`src/rtl/seq_pkg.sv`:
```
package seq_pkg;
  typedef enum logic {
    PH_FETCH = 1'b0,
    PH_EXEC  = 1'b1
  } phase_t;
endpackage

```
`src/rtl/seq_store.sv`:
```
// Program store: one write port, one registered read port (block RAM shape).
module seq_store #(
  parameter int ADDR_W = 8,
  parameter int DATA_W = 8
) (
  input  logic              clk,
  input  logic              wr_en,
  input  logic [ADDR_W-1:0] wr_addr,
  input  logic [DATA_W-1:0] wr_data,
  input  logic              rd_en,
  input  logic [ADDR_W-1:0] rd_addr,
  output logic [DATA_W-1:0] rd_data
);
  localparam int DEPTH = 1 << ADDR_W;

  logic [DATA_W-1:0] mem_q [DEPTH];

  always_ff @(posedge clk) begin
    if (wr_en) mem_q[wr_addr] <= wr_data;
  end

  always_ff @(posedge clk) begin
    if (rd_en) rd_data <= mem_q[rd_addr];
  end
endmodule

```
`src/rtl/seq_counter.sv`:
```
// Program counter plus fetch/execute phase register.
module seq_counter
  import seq_pkg::*;
#(
  parameter int ADDR_W = 8
) (
  input  logic              clk,
  input  logic              rst,
  input  logic              hold,
  input  logic              restart,
  output logic [ADDR_W-1:0] pc,
  output logic              exec
);
  phase_t phase_q;
  logic [ADDR_W-1:0] pc_q;
  logic clear;

  // external reset and restart opcode share one clear path
  assign clear = rst || hold || (phase_q == PH_EXEC && restart);

  always_ff @(posedge clk) begin
    if (rst || hold) begin
      phase_q <= PH_FETCH;
    end else begin
      phase_q <= (phase_q == PH_FETCH) ? PH_EXEC : PH_FETCH;
    end
  end

  always_ff @(posedge clk) begin
    if (clear) begin
      pc_q <= '0;
    end else if (phase_q == PH_EXEC) begin
      pc_q <= pc_q + 1'b1;
    end
  end

  assign pc   = pc_q;
  assign exec = (phase_q == PH_EXEC);
endmodule

```
`src/rtl/seq_decode.sv`:
```
// Splits the fetched byte and decodes the two no-op flags.
module seq_decode #(
  parameter int OPC_W = 4,
  parameter int OPD_W = 4
) (
  input  logic                   exec,
  input  logic [OPC_W+OPD_W-1:0] instr,
  output logic [OPC_W-1:0]       opcode,
  output logic [OPD_W-1:0]       operand,
  output logic                   nop_lo,
  output logic                   nop_hi
);
  localparam logic [OPC_W-1:0] OPC_IDLE    = '0;
  localparam logic [OPC_W-1:0] OPC_RESTART = '1;

  logic [OPC_W-1:0] opc_raw;
  assign opc_raw = instr[OPC_W+OPD_W-1 -: OPC_W];

  always_comb begin
    opcode  = '0;
    operand = '0;
    nop_lo  = 1'b0;
    nop_hi  = 1'b0;
    if (exec) begin
      opcode  = opc_raw;
      operand = instr[OPD_W-1:0];
      nop_lo  = (opc_raw == OPC_IDLE);
      nop_hi  = (opc_raw == OPC_RESTART);
    end
  end
endmodule

```
`src/rtl/prog_sequencer.sv`:
```
module prog_sequencer #(
  parameter int ADDR_W = 8,
  parameter int OPC_W  = 4,
  parameter int OPD_W  = 4
) (
  input  logic                   clk,
  input  logic                   rst,
  input  logic                   load_en,
  input  logic [ADDR_W-1:0]      load_addr,
  input  logic [OPC_W+OPD_W-1:0] load_data,
  output logic [ADDR_W-1:0]      pc_o,
  output logic                   exec_o,
  output logic [OPC_W-1:0]       opcode_o,
  output logic [OPD_W-1:0]       operand_o,
  output logic                   nop_lo_o,
  output logic                   nop_hi_o
);
  localparam int DATA_W = OPC_W + OPD_W;

  logic [DATA_W-1:0] instr_q;
  logic              exec_w;
  logic              fetch_en;
  logic              restart_w;

  assign fetch_en = !exec_w && !load_en && !rst;

  seq_counter #(.ADDR_W(ADDR_W)) ctr_i (
    .clk     (clk),
    .rst     (rst),
    .hold    (load_en),
    .restart (restart_w),
    .pc      (pc_o),
    .exec    (exec_w)
  );

  seq_store #(.ADDR_W(ADDR_W), .DATA_W(DATA_W)) store_i (
    .clk     (clk),
    .wr_en   (load_en && !rst),
    .wr_addr (load_addr),
    .wr_data (load_data),
    .rd_en   (fetch_en),
    .rd_addr (pc_o),
    .rd_data (instr_q)
  );

  seq_decode #(.OPC_W(OPC_W), .OPD_W(OPD_W)) dec_i (
    .exec    (exec_w),
    .instr   (instr_q),
    .opcode  (opcode_o),
    .operand (operand_o),
    .nop_lo  (nop_lo_o),
    .nop_hi  (restart_w)
  );

  assign exec_o   = exec_w;
  assign nop_hi_o = restart_w;
endmodule

```
`config.mk`:
```
export PLATFORM = sky130hd
export DESIGN_NAME = prog_sequencer
export DESIGN_NICKNAME = d
export VERILOG_FILES = /design/src/rtl/seq_pkg.sv /design/src/rtl/seq_store.sv /design/src/rtl/seq_counter.sv /design/src/rtl/seq_decode.sv /design/src/rtl/prog_sequencer.sv
export SDC_FILE = /design/constraint.sdc
export NUM_CORES = 2
export LEC_CHECK = 0
export CAP_MARGIN = 10
export CORE_UTILIZATION = 45
export CTS_CLUSTER_DIAMETER = 100
export DETAILED_ROUTE_END_ITERATION = 10
export GPL_TIMING_DRIVEN = 0
export HOLD_SLACK_MARGIN = 0.1
export PLACE_DENSITY_LB_ADDON = 0.25
export SETUP_SLACK_MARGIN = 0.3
export SYNTH_ARGS = -nofsm -noshare
export SYNTH_HDL_FRONTEND = slang
export SYNTH_SLANG_ARGS = --single-unit
```
`constraint.sdc`:
```
create_clock -name clk -period 3.63 [get_ports clk]
set_input_delay 1.089 -clock clk [delete_from_list [all_inputs] [get_ports clk]]
set_output_delay 1.089 -clock clk [all_outputs]
set_load 0.01 [all_outputs]
```
==> flow_summary.rst <==
.. list-table::
   :header-rows: 1

   * - Metric
     - Value
   * - Largest area contributor in the synthesized netlist
     - sky130_fd_sc_hd__edfxtp_1
   * - Standard cell core area
     - 0.177 sq mm
   * - Number of synthesis warnings
     - 0
   * - Overflow after GRT
     - 0
   * - TritonCTS clock tree
     - done
   * - Maximum root-to-sink buffer count
     - 3
   * - Synthesized area per cell
     - 20.4 sq um
   * - Width of the die
     - 425 um
   * - I/O pin count
     - 38
   * - Number of vias after detailed routing
     - roughly 49,000
   * - Post-Route WL
     - 344 mm
   * - Nature of the critical path startpoint
     - input pin
   * - Origin of the critical flop-to-flop path
     - ctr_i.pc[3]
   * - Antenna-violating nets left
     - 0
   * - DRC violations left
     - 0
   * - Number of antenna violations at the first check in global routing
     - 30
   * - Row count
     - 154
   * - GR met1 Demand/Resource
     - 47.6%
   * - Layout cell share with drive strength beyond 1
     - between 30 and 40%
   * - CTS clk-pin slew, worst paths
     - 60 ps
   * - Quantity of I/O buffers inserted on ports
     - 31
   * - Top post-synthesis cells by count
     - sky130_fd_sc_hd__edfxtp_1 (2,056), sky130_fd_sc_hd__mux4_2 (390), sky130_fd_sc_hd__nor2_1 (300)
   * - Count of mapped cells out of synthesis
     - 3,946
   * - Tot GR Track Use
     - between 30% and 40%
   * - Number of global-route vias before repair
     - approximately 45,000
   * - Max-capacitance violation count
     - 0
   * - Vertical extent of the die
     - 425 um
   * - Outcome
     - finished with violations
   * - Failing checks
     - negative setup slack
   * - Clock Sinks
     - 2,065
   * - Post-layout nets
     - 4,397
   * - Root Buffer Master
     - sky130_fd_sc_hd__clkbuf_16
   * - Number of library cell types mapped by synthesis
     - 62
   * - Maximum resistive drop on vdd
     - 384 uV
   * - Hold Path Origin
     - load_data[0]
   * - Fraction of registers with async set/reset
     - 0%
   * - Part of the cycle the worst path needs
     - 101%
   * - Count leader, synth
     - sky130_fd_sc_hd__edfxtp_1
   * - Largest net degree at the start of global routing
     - roughly 150
   * - Number of buffers inserted by hold repair at cts
     - 0
   * - Full die area
     - 0.181 sq mm
   * - Sequential cell area fraction in the yosys report
     - 76.9%
   * - Worst Path Arrival
     - 4160 ps
   * - Global-route track usage on met2
     - between 50 and 60%
   * - Critical Path Fanout Max
     - 10
   * - Share of the synthesized area in the top cell type
     - 76.7%
   * - Final setup slack of the worst path
     - -31.4 ps
   * - First-pass GRT wire length
     - 436 mm
   * - Number of max-slew violations in the final report
     - 0
   * - TritonCTS buffer count
     - just over 200
   * - Layout Utilization
     - 54.8%
   * - Power per cell area
     - 509 mW/mm^2
   * - WS Path Type
     - input pin to register
   * - Filler cell count in the final layout
     - around 13,000
   * - Routing layer with the top usage in global route
     - met2
   * - Worst hold-check slack
     - 405 ps
   * - Hold WC Path Type
     - input pin to register
   * - Final clock skew
     - 54.0 ps
   * - Shortest clock period the worst path allows after layout
     - 3660 ps
   * - Clock insertion delay at the later pin of the skew report
     - approximately 900 ps
   * - Cells taking the most area after synthesis
     - sky130_fd_sc_hd__edfxtp_1 (77%), sky130_fd_sc_hd__mux4_2 (11%), sky130_fd_sc_hd__mux2i_1 (3.6%), sky130_fd_sc_hd__nor2_1 (1.4%), sky130_fd_sc_hd__o221ai_1 (0.72%)
   * - Area overhead of the layout relative to synthesis
     - 20.4%
   * - EDFF count, synth
     - 2,056
   * - Post-Synthesis Cell Area
     - ~0.080 sq mm
   * - Initial standard-cell utilization of the core
     - approximately 45%
   * - RSZ-0062 raised after global routing
     - yes
   * - Average detailed-routed wire length per instance
     - 49.8 um
   * - Register bit count reported by yosys
     - 2,065
   * - H-Tree Depth
     - 4
   * - Post-DR vias/cell
     - 7.10
   * - Post-synthesis net count
     - 3,966
   * - Post-detailed-placement half-perimeter wirelength
     - ~210 mm
   * - Total design power
     - 49.3 mW
   * - Type of element capturing the critical path
     - register
   * - First drt pass iteration count
     - 6
   * - Final GP Congestion
     - 1.06
   * - Measured slew at the worst slew-check pin
     - 1450 ps
   * - Worst setup path start
     - load_en
   * - Met3 track utilization from global routing
     - 16.0%
   * - Highest clock rate
     - 273 MHz
   * - Leakage component of the power
     - about 29 nW
   * - Endpoints failing setup
     - 20
   * - Final hold viol count
     - 0
   * - Ys flop type
     - sky130_fd_sc_hd__edfxtp_1
   * - Relative slew margins
     - 3.64%
   * - DR iter-0 viols
     - approximately 10,000
   * - Endpoint required time on the critical path
     - 4130 ps
==> timing repair <==
| action | CTS | global route |
|---|---|---|
| pin swaps | 32 | 23 |
| endpoints found under the setup margin | 2053 | 1313 |
| gates cloned | 0 | 4 |
| resized for setup | 838 | 214 |
| buffers inserted | 72 | 89 |
==> cell usage in the layout (no fill, tap or decap), types with 14 or more instances in the layout <==
cell                              count
sky130_fd_sc_hd__buf_6               28
sky130_fd_sc_hd__nand3_2             15
sky130_fd_sc_hd__clkinv_1            48
sky130_fd_sc_hd__buf_8               48
sky130_fd_sc_hd__a221oi_1            39
sky130_fd_sc_hd__clkbuf_2            18
sky130_fd_sc_hd__nor2_2              87
sky130_fd_sc_hd__o221ai_1            60
sky130_fd_sc_hd__mux2i_1            280
sky130_fd_sc_hd__a21oi_1             73
sky130_fd_sc_hd__buf_16              61
sky130_fd_sc_hd__nor2b_1             14
sky130_fd_sc_hd__bufinv_16           21
sky130_fd_sc_hd__nand3_1             24
sky130_fd_sc_hd__a22oi_1             46
sky130_fd_sc_hd__buf_4              150
sky130_fd_sc_hd__o21ai_0             20
sky130_fd_sc_hd__clkbuf_16          209
sky130_fd_sc_hd__edfxtp_1          2056
sky130_fd_sc_hd__clkdlybuf4s50_1     15
sky130_fd_sc_hd__a221oi_2            15
sky130_fd_sc_hd__clkbuf_1            64
sky130_fd_sc_hd__diode_2             21
sky130_fd_sc_hd__mux4_2             390
sky130_fd_sc_hd__o22ai_1             24
sky130_fd_sc_hd__nor2_4             108
sky130_fd_sc_hd__clkbuf_8            19
sky130_fd_sc_hd__nor3_1              14
sky130_fd_sc_hd__buf_12              63
sky130_fd_sc_hd__nor2_1             106
sky130_fd_sc_hd__clkbuf_4            34
sky130_fd_sc_hd__nand2_1             83
sky130_fd_sc_hd__clkinv_2            46
sky130_fd_sc_hd__o21ai_2             14
==> per-stage QoR <==
stage / TNS (ps) / cell area (sq um) / std cells / setup WS (ps)
detailed placement: -2862370 / 84400 / 6348 / -2400
global placement: - / 83700 / 6317 / -6570
global route: 0 / 96800 / 6894 / 111
floorplan: 0 / 80500 / 3946 / 724
CTS: 0 / 95000 / 6797 / 26.8
finish: -406 / 96900 / 6911 / -31.4
==> path summary, 6_finish.rpt <==
path | end | slack [ps] | cells after the start
max | store_i.mem_q[216][7] | -30 | 6
min | store_i.mem_q[226][0] | 410 | 1
max reg2reg | store_i.rd_data[3] | -20 | 10
min reg2reg | ctr_i.pc[0] | 710 | 3
==> where the power goes <==
| part | total, mW | internal (mW) | switching, mW |
|---|---|---|---|
| sequential | 26.3 | 26.2 | 0.00862 |
| clock | 21.5 | 11.9 | 9.59 |
| combinational | 1.58 | 0.463 | 1.11 |
| total | 49.3 | 38.6 | 10.7 |
==> flip-flops by register name, indices dropped and copies added, names as in the netlist <==
register and count:
store_i.mem_q 2048, ctr_i.pc 8, store_i.rd_data 8, ctr_i.exec 1
==> cell type report <==
type                    count  area [sq um]  share of cell area [%]
diodes                     21          52.6                  0.0543
plain buffers             254          3620                    3.74
clock buffers             239          5240                    5.41
clock inverters           138          1440                    1.48
inverters                   8          42.5                  0.0439
multi-input cells        1619         19000                    19.6
flip-flops and latches   2065         61900                    63.9
well taps                2340          2930                    3.02
repair buffers            227          2580                    2.67
==> logic make-up after synthesis <==
| group | count (synthesis) | share of synthesized area (%) |
|---|---|---|
| and+or+nand+nor | 503 | 2.64 |
| muxes | 681 | 14.5 |
| DFF | 2065 | 76.9 |
| adders and majority gates | 1 | 0.0155 |
| xor gates and xnor gates | 7 | 0.0762 |
| AOI/OAI and AO/OA | 427 | 3.84 |
| buffers and inverters | 262 | 1.95 |
==> per-layer routing <==
metal  up-vias  share of wire (%)  routed length (um)
li1      17400                  -                   -
met1     25700                 34              116000
met2      4807                 42              144000
met3      1185                 16               54800
met4        28                8.3               28600
met5         -               0.18                 630
==> critical path, stage by stage <==
cell	delay, ps
sky130_fd_sc_hd__clkdlybuf4s50_1	520
sky130_fd_sc_hd__nor2b_2	500
sky130_fd_sc_hd__clkbuf_2	400
sky130_fd_sc_hd__nand3_1	480
sky130_fd_sc_hd__clkbuf_4	580
sky130_fd_sc_hd__nor2_2	570
Note: power is estimated with default switching activity, not from simulation.
